**src/rtl/wbank_pkg.sv**
```systemverilog
package wbank_pkg;
  typedef enum logic [3:0] {
    OP_RD_LIVE  = 4'h0,
    OP_WR_LIVE  = 4'h1,
    OP_RD_PRE   = 4'h2,
    OP_WR_PRE   = 4'h3,
    OP_PRE2LIVE = 4'h4,
    OP_LIVE2PRE = 4'h5,
    OP_STEP_UP  = 4'h6,
    OP_STEP_DN  = 4'h7
  } wb_op_e;
endpackage

```
**src/rtl/wbank_presets.sv**
```systemverilog
module wbank_presets #(
  parameter int CODE_W = 6,
  parameter int PRESETS = 4,
  parameter logic [PRESETS*CODE_W-1:0] INIT = '0,
  localparam int IDX_W = (PRESETS > 1) ? $clog2(PRESETS) : 1
) (
  input  logic              clk,
  input  logic              we,
  input  logic [IDX_W-1:0]  widx,
  input  logic [CODE_W-1:0] wdata,
  input  logic [IDX_W-1:0]  ridx,
  output logic [CODE_W-1:0] rdata,
  output logic [CODE_W-1:0] slot0
);
  // Storage is not reset: it models non-volatile cells.
  logic [CODE_W-1:0] store [PRESETS];

  initial begin
    for (int k = 0; k < PRESETS; k++) store[k] = INIT[k*CODE_W +: CODE_W];
  end

  always_ff @(posedge clk) begin
    if (we) store[widx] <= wdata;
  end

  assign rdata = store[ridx];
  assign slot0 = store[0];
endmodule

```
**src/rtl/wbank_live.sv**
```systemverilog
module wbank_live #(
  parameter int CODE_W = 6
) (
  input  logic              clk,
  input  logic              rst,
  input  logic [CODE_W-1:0] recall_val,
  input  logic              load_en,
  input  logic [CODE_W-1:0] load_val,
  input  logic              up_en,
  input  logic              dn_en,
  output logic [CODE_W-1:0] code
);
  localparam logic [CODE_W-1:0] TOP = {CODE_W{1'b1}};

  always_ff @(posedge clk) begin
    if (rst)              code <= recall_val;
    else if (load_en)     code <= load_val;
    else if (up_en)       code <= (code == TOP) ? code : code + 1'b1;
    else if (dn_en)       code <= (code == '0) ? code : code - 1'b1;
  end

  assert_sat_top_R6: assert property (@(posedge clk) disable iff (rst)
    (up_en && !load_en && code == TOP) |=> code == TOP);
  assert_sat_bottom_R6: assert property (@(posedge clk) disable iff (rst)
    (dn_en && !load_en && !up_en && code == '0) |=> code == '0);
  assert_load_lands_R2: assert property (@(posedge clk) disable iff (rst)
    load_en |=> code == $past(load_val));
  assert_recall_R1: assert property (@(posedge clk)
    rst |=> code == $past(recall_val));
endmodule

```
**src/rtl/wbank_busy.sv**
```systemverilog
module wbank_busy #(
  parameter int BUSY_CYCLES = 20,
  localparam int CW = $clog2(BUSY_CYCLES + 1)
) (
  input  logic clk,
  input  logic rst,
  input  logic start,
  output logic busy
);
  logic [CW-1:0] cnt;

  always_ff @(posedge clk) begin
    if (rst)              cnt <= '0;
    else if (start)       cnt <= CW'(BUSY_CYCLES);
    else if (cnt != '0)   cnt <= cnt - 1'b1;
  end

  assign busy = (cnt != '0);

  assert_start_busy_R8: assert property (@(posedge clk) disable iff (rst)
    start |=> busy);
  assert_rise_cause_R8: assert property (@(posedge clk) disable iff (rst)
    $rose(busy) |-> $past(start));
endmodule

```
**src/rtl/wiper_bank.sv**
```systemverilog
module wiper_bank
  import wbank_pkg::*;
#(
  parameter int CHANNELS = 2,
  parameter int CODE_W = 6,
  parameter int PRESETS = 4,
  parameter int DATA_W = 8,
  parameter int BUSY_CYCLES = 20,
  parameter logic [CHANNELS*PRESETS*CODE_W-1:0] PRESET_INIT = '0,
  localparam int CH_W = (CHANNELS > 1) ? $clog2(CHANNELS) : 1,
  localparam int IDX_W = (PRESETS > 1) ? $clog2(PRESETS) : 1
) (
  input  logic                       clk,
  input  logic                       rst,
  input  logic                       cmd_commit,
  input  logic [3:0]                 cmd_op,
  input  logic [CH_W-1:0]            cmd_chan,
  input  logic [DATA_W-1:0]          cmd_data,
  input  logic                       wr_allow,
  output logic [CHANNELS*CODE_W-1:0] wiper_codes,
  output logic                       busy,
  output logic                       rd_valid,
  output logic [DATA_W-1:0]          rd_data
);
  localparam int SLICE = PRESETS * CODE_W;

  logic              accept, modify, chan_ok, store_start;
  logic [IDX_W-1:0]  slot;
  logic [CODE_W-1:0] value, rd_pick;
  logic [CODE_W-1:0] live_q [CHANNELS];
  logic [CODE_W-1:0] pre_rd [CHANNELS];
  logic [CODE_W-1:0] pre_s0 [CHANNELS];

  assign chan_ok = (int'(cmd_chan) < CHANNELS);
  assign accept  = cmd_commit && !busy && chan_ok;
  assign modify  = accept && wr_allow;
  assign slot    = cmd_data[DATA_W-1 -: IDX_W];
  assign value   = cmd_data[CODE_W-1:0];
  assign store_start = modify && (cmd_op == OP_WR_PRE || cmd_op == OP_LIVE2PRE);

  for (genvar c = 0; c < CHANNELS; c++) begin : g_chan
    logic sel, ld, up, dn, we;
    assign sel = (cmd_chan == CH_W'(c));
    assign ld  = modify && sel && (cmd_op == OP_WR_LIVE || cmd_op == OP_PRE2LIVE);
    assign up  = modify && sel && (cmd_op == OP_STEP_UP);
    assign dn  = modify && sel && (cmd_op == OP_STEP_DN);
    assign we  = modify && sel && (cmd_op == OP_WR_PRE || cmd_op == OP_LIVE2PRE);

    wbank_presets #(.CODE_W(CODE_W), .PRESETS(PRESETS),
                    .INIT(PRESET_INIT[c*SLICE +: SLICE])) u_pre (
      .clk   (clk),
      .we    (we),
      .widx  (slot),
      .wdata ((cmd_op == OP_WR_PRE) ? value : live_q[c]),
      .ridx  (slot),
      .rdata (pre_rd[c]),
      .slot0 (pre_s0[c])
    );

    wbank_live #(.CODE_W(CODE_W)) u_live (
      .clk        (clk),
      .rst        (rst),
      .recall_val (pre_s0[c]),
      .load_en    (ld),
      .load_val   ((cmd_op == OP_WR_LIVE) ? value : pre_rd[c]),
      .up_en      (up),
      .dn_en      (dn),
      .code       (live_q[c])
    );

    assign wiper_codes[c*CODE_W +: CODE_W] = live_q[c];
  end

  wbank_busy #(.BUSY_CYCLES(BUSY_CYCLES)) u_busy (
    .clk   (clk),
    .rst   (rst),
    .start (store_start),
    .busy  (busy)
  );

  always_comb begin
    rd_pick = '0;
    for (int c = 0; c < CHANNELS; c++) begin
      if (cmd_chan == CH_W'(c))
        rd_pick = (cmd_op == OP_RD_PRE) ? pre_rd[c] : live_q[c];
    end
  end

  always_ff @(posedge clk) begin
    if (rst) begin
      rd_valid <= 1'b0;
      rd_data  <= '0;
    end else begin
      rd_valid <= accept && (cmd_op == OP_RD_LIVE || cmd_op == OP_RD_PRE);
      if (accept && (cmd_op == OP_RD_LIVE || cmd_op == OP_RD_PRE))
        rd_data <= DATA_W'(rd_pick);
    end
  end

  assert_reset_idle_R1: assert property (@(posedge clk)
    rst |=> (!busy && !rd_valid));
  assert_read_upper_zero_R3: assert property (@(posedge clk) disable iff (rst)
    rd_valid |-> rd_data[DATA_W-1:CODE_W] == '0);
  assert_protect_hold_R7: assert property (@(posedge clk) disable iff (rst)
    (cmd_commit && !wr_allow) |=> $stable(wiper_codes));
  assert_busy_drop_R8: assert property (@(posedge clk) disable iff (rst)
    (cmd_commit && busy) |=> (!rd_valid && $stable(wiper_codes)));
  assert_bad_op_R9: assert property (@(posedge clk) disable iff (rst)
    (cmd_commit && cmd_op[3]) |=> (!rd_valid && $stable(wiper_codes)));
endmodule

```
**config.mk**
```make
export PLATFORM = sky130hd
export DESIGN_NAME = wiper_bank
export DESIGN_NICKNAME = d
export VERILOG_FILES = /design/src/rtl/wbank_pkg.sv /design/src/rtl/wbank_presets.sv /design/src/rtl/wbank_live.sv /design/src/rtl/wbank_busy.sv /design/src/rtl/wiper_bank.sv
export SDC_FILE = /design/constraint.sdc
export NUM_CORES = 1
export LEC_CHECK = 0
export BUFFER_PORTS_ARGS = -buffer_cell sky130_fd_sc_hd__buf_2
export CAP_MARGIN = 20
export CORE_ASPECT_RATIO = 0.8
export CORE_UTILIZATION = 45
export CTS_BUF_LIST = sky130_fd_sc_hd__clkbuf_16
export DETAILED_ROUTE_END_ITERATION = 10
export GPL_ROUTABILITY_DRIVEN = 0
export GPL_TIMING_DRIVEN = 0
export HOLD_SLACK_MARGIN = 0.02
export SLEW_MARGIN = 5
export SYNTH_ARGS = -nofsm -noshare
export SYNTH_HDL_FRONTEND = slang
export SYNTH_SLANG_ARGS = --single-unit
```
**constraint.sdc**
```tcl
create_clock -name clk -period 3.22 [get_ports clk]
set_input_delay 0.644 -clock clk [delete_from_list [all_inputs] [get_ports clk]]
set_output_delay 0.644 -clock clk [all_outputs]
set_load 0.01 [all_outputs]
```
Word-level counts from Yosys, hierarchy flattened:

Memories as Yosys holds them, arrays and structs flattened.
Cells that the tools add are included.
W data, S select, Z words.

* register bits: 24
* RAM bits: 48
* input bits: 17
* output and inout bits: 22
* logic and storage cells: 80
* memories kept: 2

* add/subtract/negate cells: 5
* equal/unequal tests: 13
* muxes and demuxes: 25
* bitwise gates (word level): 1
* reductions and logical operators: 28

Memory list
* g_chan[0].u_pre.store: depth 4, bits a word 6, read ports 2, clocked after Yosys merged registers in 0, write ports 1, RTL line wbank_presets.sv:16 `logic [CODE_W-1:0] store [PRESETS];`
* g_chan[1].u_pre.store: depth 4, bits a word 6, read ports 2, clocked after Yosys merged registers in 0, write ports 1, RTL line wbank_presets.sv:16

Operators with widths (number)
* $mux W6: 19
* $eq A4 B3 Y1 const B: 4
* $logic_and A1 B1 Y1: 14
* $add A6 B1 Y6 const B: 2
* $eq A6 B6 Y1 const B: 2
* $logic_not A6 Y1: 2
* $sub A6 B1 Y6 const B: 2
* $mux W5: 2
* $eq A4 B2 Y1 const B: 2
* $ne A4 B3 Y1 const B: 2
* $ne A4 B4 Y1 const B: 2
* $reduce_bool A4 Y1: 2
* $reduce_and A3 Y1: 2
* $reduce_bool A5 Y1: 1
* $sub A5 B1 Y5 const B: 1
* $eq A4 B1 Y1 const B: 1
* $logic_not A4 Y1: 1
* $mux W1: 4
* $logic_or A1 B1 Y1: 3
* $reduce_bool A2 Y1: 1
* $reduce_or A2 Y1: 1
* $logic_not A1 Y1: 1
* $not A1 Y1: 1

Longest topological paths before layout:

* depth after elaboration: 10
* depth in mapped cells: 12
* mapped depth without buffers: 12

Cells and area by module:

A second synthesis with hierarchy kept.

* cells, all modules: 351
* area, all modules: 3957.5 µm²

By module, submodules not included
* wbank_presets: instances 2, cells an instance 35, area an instance 898.4 µm²
* wiper_bank: instances 1, cells an instance 134, area an instance 834.6 µm²
* wbank_live (g_chan[0].u_live): instances 1, cells an instance 61, area an instance 550.5 µm²
* wbank_live (g_chan[1].u_live): instances 1, cells an instance 61, area an instance 545.5 µm²
* wbank_busy: instances 1, cells an instance 25, area an instance 230.2 µm²

Worst setup path before layout:

No wires, ideal clock.

* path kind: register to register
* from: register u_busy.cnt[0]
* to: register g_chan[0].u_live.code[5], data pin
* setup time: 0.261 ns
* arrival: 2.622 ns
* slack: 0.337 ns
* stages on the path, launching flop included: 13
* period minus slack after synthesis: 2.883 ns
* cells stage by stage: dfxtp_1 > inv_1 > ha_1 > nor4b_4 > inv_4 > nor2_1 > nand2_1 > ha_1 > a211oi_1 > o21bai_1 > a21oi_1 > xnor3_1 > o311a_1

* longest elaborated chain between the ends: 9
* elaborated cells on any way between the ends: 10

RTL lines
* start, declared: RTL line wbank_busy.sv:10 `logic [CW-1:0] cnt;`
* start signal, assigned: RTL line wbank_busy.sv:14 `else if (start) cnt <= CW'(BUSY_CYCLES);`
* start signal, assigned: RTL line wbank_busy.sv:15 `else if (cnt != '0) cnt <= cnt - 1'b1;`
* $reduce_bool A5 Y1 (*): RTL line wbank_busy.sv:18 `assign busy = (cnt != '0);`
* via busy: RTL line wiper_bank.sv:21 `output logic busy,`
* $logic_not A1 Y1 (*): RTL line wiper_bank.sv:35 `assign accept = cmd_commit && !busy && chan_ok;`
* $logic_and A1 B1 Y1 (*): RTL line wiper_bank.sv:35
* $logic_and A1 B1 Y1 (*): RTL line wiper_bank.sv:36 `assign modify = accept && wr_allow;`
* $logic_and A1 B1 Y1 (*): RTL line wiper_bank.sv:44, wiper_bank.sv:45
* $logic_and A1 B1 Y1: RTL line wiper_bank.sv:45 `assign up = modify && sel && (cmd_op == OP_STEP_UP);`
* $mux W6: RTL line wbank_live.sv:18 `else if (up_en) code <= (code == TOP) ? code : code + 1'b1;`
* $mux W6 (*): RTL line wbank_live.sv:17 `else if (load_en) code <= load_val;`
* $mux W6 (*): RTL line wbank_live.sv:16 `if (rst) code <= recall_val;`
* end signal, assigned: RTL line wbank_live.sv:16
* end signal, assigned: RTL line wbank_live.sv:17
* end signal, assigned: RTL line wbank_live.sv:18
* end, declared: RTL line wbank_live.sv:11 `output logic [CODE_W-1:0] code`

Mark *: on every way through the listed nets, which the timed path passes. The rest lies on a longest branch.
A chain may end at the register's enable or synchronous reset.

Worst setup path in the final report:

* from: register u_busy.cnt[0]
* to: register g_chan[0].u_live.code[5], data pin

* longest elaborated chain between the ends: 9
* elaborated cells on any way between the ends: 10

RTL lines (RTL line)
* $reduce_bool A5 Y1 (*): wbank_busy.sv:18
* $logic_not A1 Y1 (*): wiper_bank.sv:35
* $logic_and A1 B1 Y1 (*): wiper_bank.sv:35
* $logic_and A1 B1 Y1 (*): wiper_bank.sv:36
* $logic_and A1 B1 Y1 (*): wiper_bank.sv:44, wiper_bank.sv:45
* $logic_and A1 B1 Y1: wiper_bank.sv:45
* $mux W6: wbank_live.sv:18
* $mux W6 (*): wbank_live.sv:17
* $mux W6 (*): wbank_live.sv:16

Mark *: on every way between the ends. The rest lies on a longest branch, timed or not.

==> flow_summary.yaml <==
status:
  outcome: "finished clean"
worst_setup_path:
  cp-end-kind: "flop"
  arrival_ns: 3.10
  r2r_cells: 12
  crit_path_max_fanout: 9
  required_ns: 3.31
  worstSetupStartpointType: "flop"
  critPathKind: "reg2reg"
yosys:
  ys_types: 51
  synth_area_leaders: "edfxtp_1, mux4_2, dfxtp_1"
  ys_ff_latch: 72
  synth_area_um2: 3940
  yosysWarnings: 0
  synth.avg_cell_area_um2: 11.6
  synth_top_area_share_pct: 45.7
  synth.largest_area_cell: "edfxtp_1"
  ys_seq_area_share_pct: 51.8
  syn_inst: 339
power:
  pwr_density_cell_nw_per_um2: 613
  combinationalPowerShare_pct: 19.7
  leakagePower_uw: 0.00174
  power.switching_uw: 768
  ir_worst_vdd_mv: 0.463
  p_sw_share_pct: 27.1
  clockPowerShare_pct: 40.3
  seqPwrFrac_pct: 40.0
  power.internal_uw: 2070
global_route:
  track_usage_pct: 22.7
  grt_pass1_vias: 2641
  grt_first_pass_wirelength_um: 14800
  overflow: 0
  grt_start_max_net_pins: 14
  antenna_found_initial: 0
min_path:
  hold_depth: 2
  hold_path_class: "reg2reg"
layout:
  fin_nets: 413
  layout_commonest_cell: "edfxtp_1"
  mostFrequentLayoutCells: "edfxtp_1, nand2_1, buf_2"
  stdcell_area_um2: 4630
  antennaDiodeCount: 0
  fillerInstances: 765
  drive_gt1_share_pct: 23.7
  area_growth_pct: 17.3
sta:
  finalSetupViolCount: 0
  skew_ns: 0.00685
  hold_viol: 0
  period_needed_ns: 3.01
  rsz0062_at_grt: "false"
  fmax_mhz: 332
  finalCritPeriodShare_pct: 93.5
  slew_viol_final: 0
  slew_headroom_pct: 44.8
  max_slew.worst_pin.slew_ns: 0.822
  whs_ns: 0.444
routing:
  route.detailed.drc: 0
  vias: 2852
  ant_nets: 0
  wl_per_cell_um: 19.2
  dr.first_iter.drc_count: 241
  wl_um: 9630
  viasPerCell: 5.69
  drt_pre_antenna_iters: 5
job:
  max-cap-violations: 0
clock_network:
  cts_buffer_depth: 2
  cts_tree: "built"
  root_buffer: "clkbuf_16"
  h-tree-depth: 3
  cts_hold_buf: 0
  cts.sinks: 72
  clk_latency_ns: 0.34
  cts_buffers: 9
  clk_pin_slew_ns: 0.06
floorplanning:
  die_h_um: 85.7
  core_um2: 8480
  die_w_um: 107
  num_io_pins: 39
  start_util_pct: 46.5
  row_count: 30
  dieArea_um2: 9140
placement:
  hpwl_um: 7180
  numPortBuffers: 31
  placed_area_um2: 4250
critical path: stages, from the launching register on:
cell	delay, ns
dfxtp_1	0.32
inv_1	0.11
ha_1	0.19
nor4b_4	0.30
inv_4	0.14
nor2_4	0.15
nand2_2	0.14
ha_1	0.34
a211oi_2	0.22
o21bai_1	0.10
a21oi_1	0.17
xnor3_1	0.27
o311a_1	0.31
final cells by class:
type / count / area [µm²] / area share, %
tap: 112 / 140 / 3.03
buffer: 20 / 101 / 2.19
sequential: 72 / 2040 / 44.1
timing repair buffer: 33 / 174 / 3.76
multi-input combinational: 240 / 1790 / 38.7
inverter: 8 / 32.5 / 0.703
clock buffer: 9 / 225 / 4.87
clock inverter: 7 / 120 / 2.60
repair_timing:
item / CTS / global route
pin swaps: 0 / 0
setup endpoints to repair: 1 / 2
gates resized for setup: 0 / 6
setup buffers: 1 / 0
stage by stage:
step | setup TNS [ns] | std cells | setup WS (ns) | util, % | power, µW
2_1_floorplan | 0 | 340 | 0.337 | - | 1530
3_3_place_gp | -0.0159 | 483 | -0.00900 | 50.0 | 1660
3_5_place_dp | -0.103 | 484 | -0.0841 | 50.1 | 1670
4_1_cts | 0 | 501 | 0.0203 | 54.3 | 2840
5_1_grt | 0 | 501 | 0.0197 | 54.5 | 2960
6_report | 0 | 501 | 0.209 | 54.5 | 2840
state kept, by name, indices dropped and copies added (netlist names):
signal              flops
g_chan.u_pre.store     48
g_chan.u_live.code     12
rd_data                 6
u_busy.cnt              5
rd_valid                1
cells by family after synthesis:
| family | count (synthesis) | synth area share, % |
|---|---|---|
| multiplexers | 26 | 10.8 |
| AND/OR/NAND/NOR | 117 | 15.4 |
| other | 1 | 0.0951 |
| AO/OA/AOI/OAI | 70 | 10.8 |
| buffers and inverters | 28 | 3.40 |
| flip-flops | 72 | 51.8 |
| adder cells (fa/ha/maj) | 12 | 4.19 |
| XOR/XNOR | 13 | 3.59 |
cells in the mapped netlist (all sizes together):
| cell type | instances |
|---|---|
| a2111oi | 1 |
| a211oi | 2 |
| a21o | 5 |
| a21oi | 16 |
| a22o | 4 |
| a31oi | 1 |
| and2 | 3 |
| and3 | 2 |
| and4b | 1 |
| buf | 10 |
| clkbuf | 10 |
| conb | 1 |
| dfxtp | 12 |
| edfxtp | 60 |
| fa | 2 |
| ha | 10 |
| inv | 8 |
| mux2 | 8 |
| mux2i | 6 |
| mux4 | 12 |
| nand2 | 59 |
| nand2b | 4 |
| nand3 | 12 |
| nand3b | 2 |
| nand4 | 2 |
| nor2 | 16 |
| nor3 | 6 |
| nor3b | 1 |
| nor4 | 3 |
| nor4b | 3 |
| o21ai | 33 |
| o21bai | 2 |
| o311a | 2 |
| o311ai | 1 |
| o31ai | 2 |
| o41ai | 1 |
| or2 | 1 |
| or4 | 1 |
| or4b | 1 |
| xnor2 | 6 |
| xnor3 | 2 |
| xor2 | 5 |
final timing paths:
kind	start	slack, ns	to
max	u_busy.cnt[0]	0.21	g_chan[0].u_live.code[5]
min	rd_data[5]	0.44	rd_data[5]
max reg2reg	u_busy.cnt[0]	0.21	g_chan[0].u_live.code[5]
min reg2reg	rd_data[5]	0.44	rd_data[5]
power groups by stage:
stage / clock, µW / sequential [µW] / combinational [µW]
2_1_floorplan: 0 / 1150 / 384
3_3_place_gp: 0 / 1150 / 514
3_5_place_dp: 0 / 1150 / 524
4_1_cts: 1170 / 1130 / 546
5_1_grt: 1200 / 1140 / 615
6_report: 1140 / 1130 / 560
routing by layer:
layer / share of wire (%) / track usage (%)
met2: 43 / 31.8
met3: 5.9 / 5.47
met1: 49 / 34.2
met5: 0 / 0
met4: 1.5 / 8.09
Power figures use the tool's default switching activity.
